[src/rtl/sdr_pkg.sv]
package sdr_pkg;
    typedef enum logic [1:0] {
        DIG_ZERO = 2'b00,
        DIG_POS  = 2'b01,
        DIG_NEG  = 2'b11
    } sd_digit_e;
endpackage

[src/rtl/sdr_digit_lut.sv]
// One recoding step: window {b_i, b_i-1, b_i-2} plus chain flag -> digit, next flag.
module sdr_digit_lut
    import sdr_pkg::*;
(
    input  logic       flag_i,
    input  logic [2:0] win_i,
    output sd_digit_e  digit_o,
    output logic       flag_o,
    output logic       illegal_o
);
    always_comb begin
        digit_o   = DIG_ZERO;
        flag_o    = flag_i;
        illegal_o = 1'b0;
        if (!flag_i) begin
            unique casez (win_i)
                3'b00?: begin digit_o = DIG_ZERO; flag_o = 1'b0; end
                3'b010: begin digit_o = DIG_ZERO; flag_o = 1'b0; end
                3'b011: begin digit_o = DIG_POS;  flag_o = 1'b1; end
                3'b10?: begin digit_o = DIG_POS;  flag_o = 1'b0; end
                default: begin digit_o = DIG_ZERO; flag_o = 1'b0; illegal_o = 1'b1; end
            endcase
        end else begin
            unique casez (win_i)
                3'b11?: begin digit_o = DIG_ZERO; flag_o = 1'b1; end
                3'b101: begin digit_o = DIG_ZERO; flag_o = 1'b1; end
                3'b100: begin digit_o = DIG_NEG;  flag_o = 1'b0; end
                3'b01?: begin digit_o = DIG_NEG;  flag_o = 1'b1; end
                default: begin digit_o = DIG_ZERO; flag_o = 1'b1; illegal_o = 1'b1; end
            endcase
        end
    end
endmodule

[src/rtl/sdr_step_counter.sv]
// Counts the remaining digit positions of a run; flags the final one.
module sdr_step_counter #(
    parameter int STEPS = 16
) (
    input  logic clk,
    input  logic rst_n,
    input  logic load_i,
    input  logic run_i,
    output logic final_o
);
    localparam int CW = $clog2(STEPS + 1);
    localparam logic [CW-1:0] TOP = CW'(STEPS);

    logic [CW-1:0] cnt_d, cnt_q;

    always_comb begin
        cnt_d = cnt_q;
        if (load_i)
            cnt_d = TOP;
        else if (run_i && cnt_q != '0)
            cnt_d = cnt_q - 1'b1;
    end

    always_ff @(posedge clk or negedge rst_n) begin
        if (!rst_n) cnt_q <= '0;
        else        cnt_q <= cnt_d;
    end

    assign final_o = (cnt_q == '0);
endmodule

[src/rtl/msb_sd_recoder.sv]
module msb_sd_recoder
    import sdr_pkg::*;
#(
    parameter int WIDTH = 16
) (
    input  logic             clk,
    input  logic             rst_n,
    input  logic             start_i,
    input  logic [WIDTH-1:0] operand_i,
    output logic [1:0]       digit_o,
    output logic             valid_o,
    output logic             last_o,
    output logic             busy_o,
    output logic             err_o
);
    localparam int SRW = WIDTH + 3;   // leading zero + operand + two trailing zeros

    typedef struct packed {
        logic           busy;
        logic           flag;
        logic           err;
        logic [SRW-1:0] win;
    } state_t;

    state_t    st_d, st_q;
    sd_digit_e lut_digit;
    logic      lut_flag, lut_illegal, cnt_final, accept;

    assign accept = start_i && !st_q.busy;

    sdr_digit_lut i_lut (
        .flag_i    (st_q.flag),
        .win_i     (st_q.win[SRW-1 -: 3]),
        .digit_o   (lut_digit),
        .flag_o    (lut_flag),
        .illegal_o (lut_illegal)
    );

    sdr_step_counter #(.STEPS(WIDTH)) i_cnt (
        .clk     (clk),
        .rst_n   (rst_n),
        .load_i  (accept),
        .run_i   (st_q.busy),
        .final_o (cnt_final)
    );

    always_comb begin
        st_d = st_q;
        if (accept) begin
            st_d.busy = 1'b1;
            st_d.flag = 1'b0;
            st_d.win  = {1'b0, operand_i, 2'b00};
        end else if (st_q.busy) begin
            st_d.flag = lut_flag;
            st_d.win  = {st_q.win[SRW-2:0], 1'b0};
            st_d.err  = st_q.err | lut_illegal;
            if (cnt_final) st_d.busy = 1'b0;
        end
    end

    always_ff @(posedge clk or negedge rst_n) begin
        if (!rst_n) st_q <= '0;
        else        st_q <= st_d;
    end

    assign digit_o = st_q.busy ? lut_digit : DIG_ZERO;
    assign valid_o = st_q.busy;
    assign last_o  = st_q.busy && cnt_final;
    assign busy_o  = st_q.busy;
    assign err_o   = st_q.err;
endmodule

[config.mk]
export PLATFORM = sky130hd
export DESIGN_NAME = msb_sd_recoder
export DESIGN_NICKNAME = d
export VERILOG_FILES = /design/src/rtl/sdr_pkg.sv /design/src/rtl/sdr_digit_lut.sv /design/src/rtl/sdr_step_counter.sv /design/src/rtl/msb_sd_recoder.sv
export SDC_FILE = /design/constraint.sdc
export NUM_CORES = 1
export LEC_CHECK = 0
export BUFFER_PORTS_ARGS = -buffer_cell sky130_fd_sc_hd__buf_2
export CORE_MARGIN = 2
export CORE_UTILIZATION = 45
export CTS_CLUSTER_DIAMETER = 120
export DETAILED_ROUTE_END_ITERATION = 8
export GPL_TIMING_DRIVEN = 0
export PLACE_DENSITY = 0.7
export SYNTH_ARGS = -nofsm -noshare
export SYNTH_HDL_FRONTEND = slang
export SYNTH_SLANG_ARGS = --single-unit
[constraint.sdc]
create_clock -name clk -period 1.3 [get_ports clk]
set_input_delay 0.065 -clock clk [delete_from_list [all_inputs] [get_ports clk]]
set_output_delay 0.065 -clock clk [all_outputs]
set_load 0.05 [all_outputs]
==> flow_summary_export.csv <==
group,metric,value,unit
timing,rsz0062_at_grt,"yes",
worst_setup_path,r2r-start,"i_cnt.cnt_q[1]$_DFFE_PN0P_",
final_layout,finalNetCount,196,
timing,fin_crit_sh,121,%
worst_setup_path,max_stage_delay,0.42,ns
timing,min_period,1.58,ns
min_path,hold_class,"in -> reg",
synthesis,yosysSeqAreaShare,49.9,%
timing,setup_viol,8,
routing,wire_per_inst,14.8,um
worst_setup_path,endpoint,"last_o",
grt,grt_pass1_wl,5.24,mm
pwr,ir_drop,0.00161,V
pwr,leakage,0.000856,uW
die,num_io_pins,25,
clock_network,htree_levels,1,
worst_setup_path,cp.arrival,1.51,ns
worst_setup_path,path_depth,5,
synthesis,netlist_area,0.00125,sq mm
routing,drc,0,
final_layout,drive_above_1_share,44.0,%
grt,track_usage,20.5,%
pwr,p_total,4320,uW
clock_network,clockBufferDepth,2,
final_layout,final_cell_mix,"buf_2 (22), dfrtp_1 (21), mux2i_1 (17), nand2_1 (17), buf_4 (17)",
worst_setup_path,ff2ff_path_depth,6,
final_layout,diodes,0,
clock_network,cts.sinks,25,
grt,grt_busiest_layer,"met2",
final_layout,fillers,226,
grt,gr-total-overflow,0,
grt,grtUsageMet1,26.4,%
routing,vias,1120,
place,io_buffers,24,
synthesis,synth_fp_nets,146,
die,num_rows,19,
final_layout,syn_to_final_growth,40.9,%
synthesis,synth_edf_count,0,
worst_setup_path,cp_top_family,"simple AND/OR/NAND/NOR gates",
grt,gr-usage-met2,35.2,%
worst_setup_path,path_cells,"inv_2 -> ha_4 -> nor4b_4 -> and2_4 -> buf_8",
run_status,status,"finished, violations left",
die,start_util,46.3,%
timing,hold_viol,0,
synthesis,synth_async_sr_flop_share,100,%
timing,worst_slew_pin_slew,0.573,ns
final_layout,layout.cell_area.non_filler,0.00177,sq mm
clock_network,clock_latency,0.31,ns
grt,grt_max_degree,26,
flow_run,max_cap_viol_count,0,
place,place.gp.congestion,0.704,
worst_setup_path,slowest_stage,"dfrtp_1",
timing,max_freq,634,MHz
synthesis,synth.ff_latch_count,25,
worst_setup_path,worstPathBufferInverterCount,2,
worst_setup_path,r2r_slack,-0.25,ns
grt,grt_pass1_vias,1181,
grt,met3_usage,2.76,%
worst_setup_path,cp.required,1.24,ns
routing,drt_first_iter_violations,57,
clock_network,cts-root-buf,"clkbuf_4",
clock_network,cts_tree,"done",
worst_setup_path,startpoint_type,"flip-flop",
clock_network,cts_buffers,3,
synthesis,synthDistinctLibCells,28,
pwr,pwr_density_cell,2440,mW/mm^2
final_layout,mostFrequentLayoutCell,"buf_2",
timing,setup_ws,-0.277,ns
final_layout,instances_no_fill,206,
routing,first_pass_iters,4,
synthesis,syn_inst,126,
die,core-area,0.00271,sq mm
routing,ant_nets,0,
synthesis,synth_top_flop_cell,"dfrtp_1",
grt,antenna_found_initial,0,
place,place_area,0.00144,sq mm
routing,vias_per_cell,5.44,
die,die_w,56.8,um
place,dp.cells,181,
run_status,violations,"setup timing",
worst_setup_path,reg2reg_to,"i_cnt.cnt_q[3]$_DFFE_PN0P_",
routing,wl,3.04,mm
timing,tns,-1.23,ns
clock_network,clk_pin_slew,0.14,ns
die,dieArea,0.00323,sq mm
die,die_y,56.8,um
place,dpl.hpwl,1.81,mm
timing,slew_headroom,61.8,%
worst_setup_path,setup.worst_path.class,"reg -> out",
worst_setup_path,cp-end-kind,"primary output",
synthesis,synth.avg_cell_area,9.96,sq um
worst_setup_path,worstSetupStartpoint,"i_cnt.cnt_q[1]$_DFFE_PN0P_",
synthesis,ys_warn_count,0,
worst_setup_path,path_max_fanout,2,
timing,fin_skew,0.00527,ns
timing,final_max_slew_viol_count,0,
## tightest hold or removal path, cell delays in order
cell     delay [ns]
buf_2          0.08
mux2i_1        0.05
nor2_1         0.08
## synth_stat cells (2+ instances only)
master / number / area (sq um)
nand2_1: 18 / 67.6
nand3_1: 2 / 10.0
nor2_1: 4 / 15.0
clkbuf_1: 3 / 11.3
mux2i_1: 17 / 170
dfrtp_1: 25 / 626
o21ai_0: 16 / 80.1
a21oi_1: 5 / 25.0
o21ai_1: 6 / 30.0
inv_1: 3 / 11.3
nand3b_1: 2 / 15.0
buf_2: 3 / 15.0
nor2b_1: 3 / 18.8
nand2b_1: 5 / 31.3
## per-stage QoR
step	hold slack (ns)	util (%)	setup slack [ns]
floorplan	-0.231	-	-0.0955
global placement	0.0822	53.1	-0.241
detailed placement	0.0934	53.1	-0.301
CTS	0.000606	63.4	-0.274
global route	0.0150	65.2	-0.361
finish	0.00288	65.2	-0.277
## timing repair
item                       CTS  global route
resized for setup           34            10
pin swaps                    7             3
hold buffers                 1             0
setup buffers               17             3
setup endpoints to repair    8            12
hold endpoints to repair    25             0
## power by group
part           internal [uW]  switching (uW)  leakage [uW]
combinational           1310            1230      0.000527
clock                    115             236     0.0000177
sequential              1110             317      0.000311
total                   2540            1780      0.000856
## cells by family after synthesis
family          after synthesis  synth area share (%)
compound gates               33                  14.6
buf+inv                      11                  4.49
mux                          17                  13.6
simple gates                 39                  16.5
fa+ha+maj                     1                 0.997
flops                        25                  49.9
## registers in the layout (all words and copies together), names as in the netlist
| signal | flops |
|---|---|
| st_q | 18 |
| i_cnt.cnt_q | 5 |
| busy_o | 1 |
| err_o | 1 |
## routing by layer
metal | share of wire (%) | vias to the layer above
met4 | 1.1 | 0
met1 | 43 | 556
met3 | 2.9 | 4
met2 | 53 | 24
li1 | - | 536
met5 | 0 | -
## worst min path at each step
| stage | start | end | depth (start not counted) | slack (ns) |
|---|---|---|---|---|
| floorplan | rst_n | busy_o$_DFF_PN0_ | 0 | -0.23 |
| global placement | rst_n | i_cnt.cnt_q[2]$_DFFE_PN0P_ | 1 | 0.08 |
| detailed placement | rst_n | i_cnt.cnt_q[2]$_DFFE_PN0P_ | 1 | 0.09 |
| CTS | operand_i[14] | st_q[16]$_DFFE_PN0P_ | 3 | 0.0006 |
| global route | operand_i[15] | st_q[17]$_DFFE_PN0P_ | 3 | 0.01 |
| finish | operand_i[0] | st_q[2]$_DFFE_PN0P_ | 3 | 0.003 |
## cell type report
type | instances | area (sq um) | share of cell area [%]
plain buffers | 8 | 68.8 | 3.89
clock buffers | 3 | 22.5 | 1.27
clock inverters | 1 | 5.00 | 0.283
inverters | 3 | 11.3 | 0.637
multi-input cells | 90 | 657 | 37.2
flip-flops and latches | 25 | 631 | 35.7
well taps | 31 | 38.8 | 2.19
repair buffers | 45 | 334 | 18.9
No activity file was read; power rests on OpenSTA's default activity.
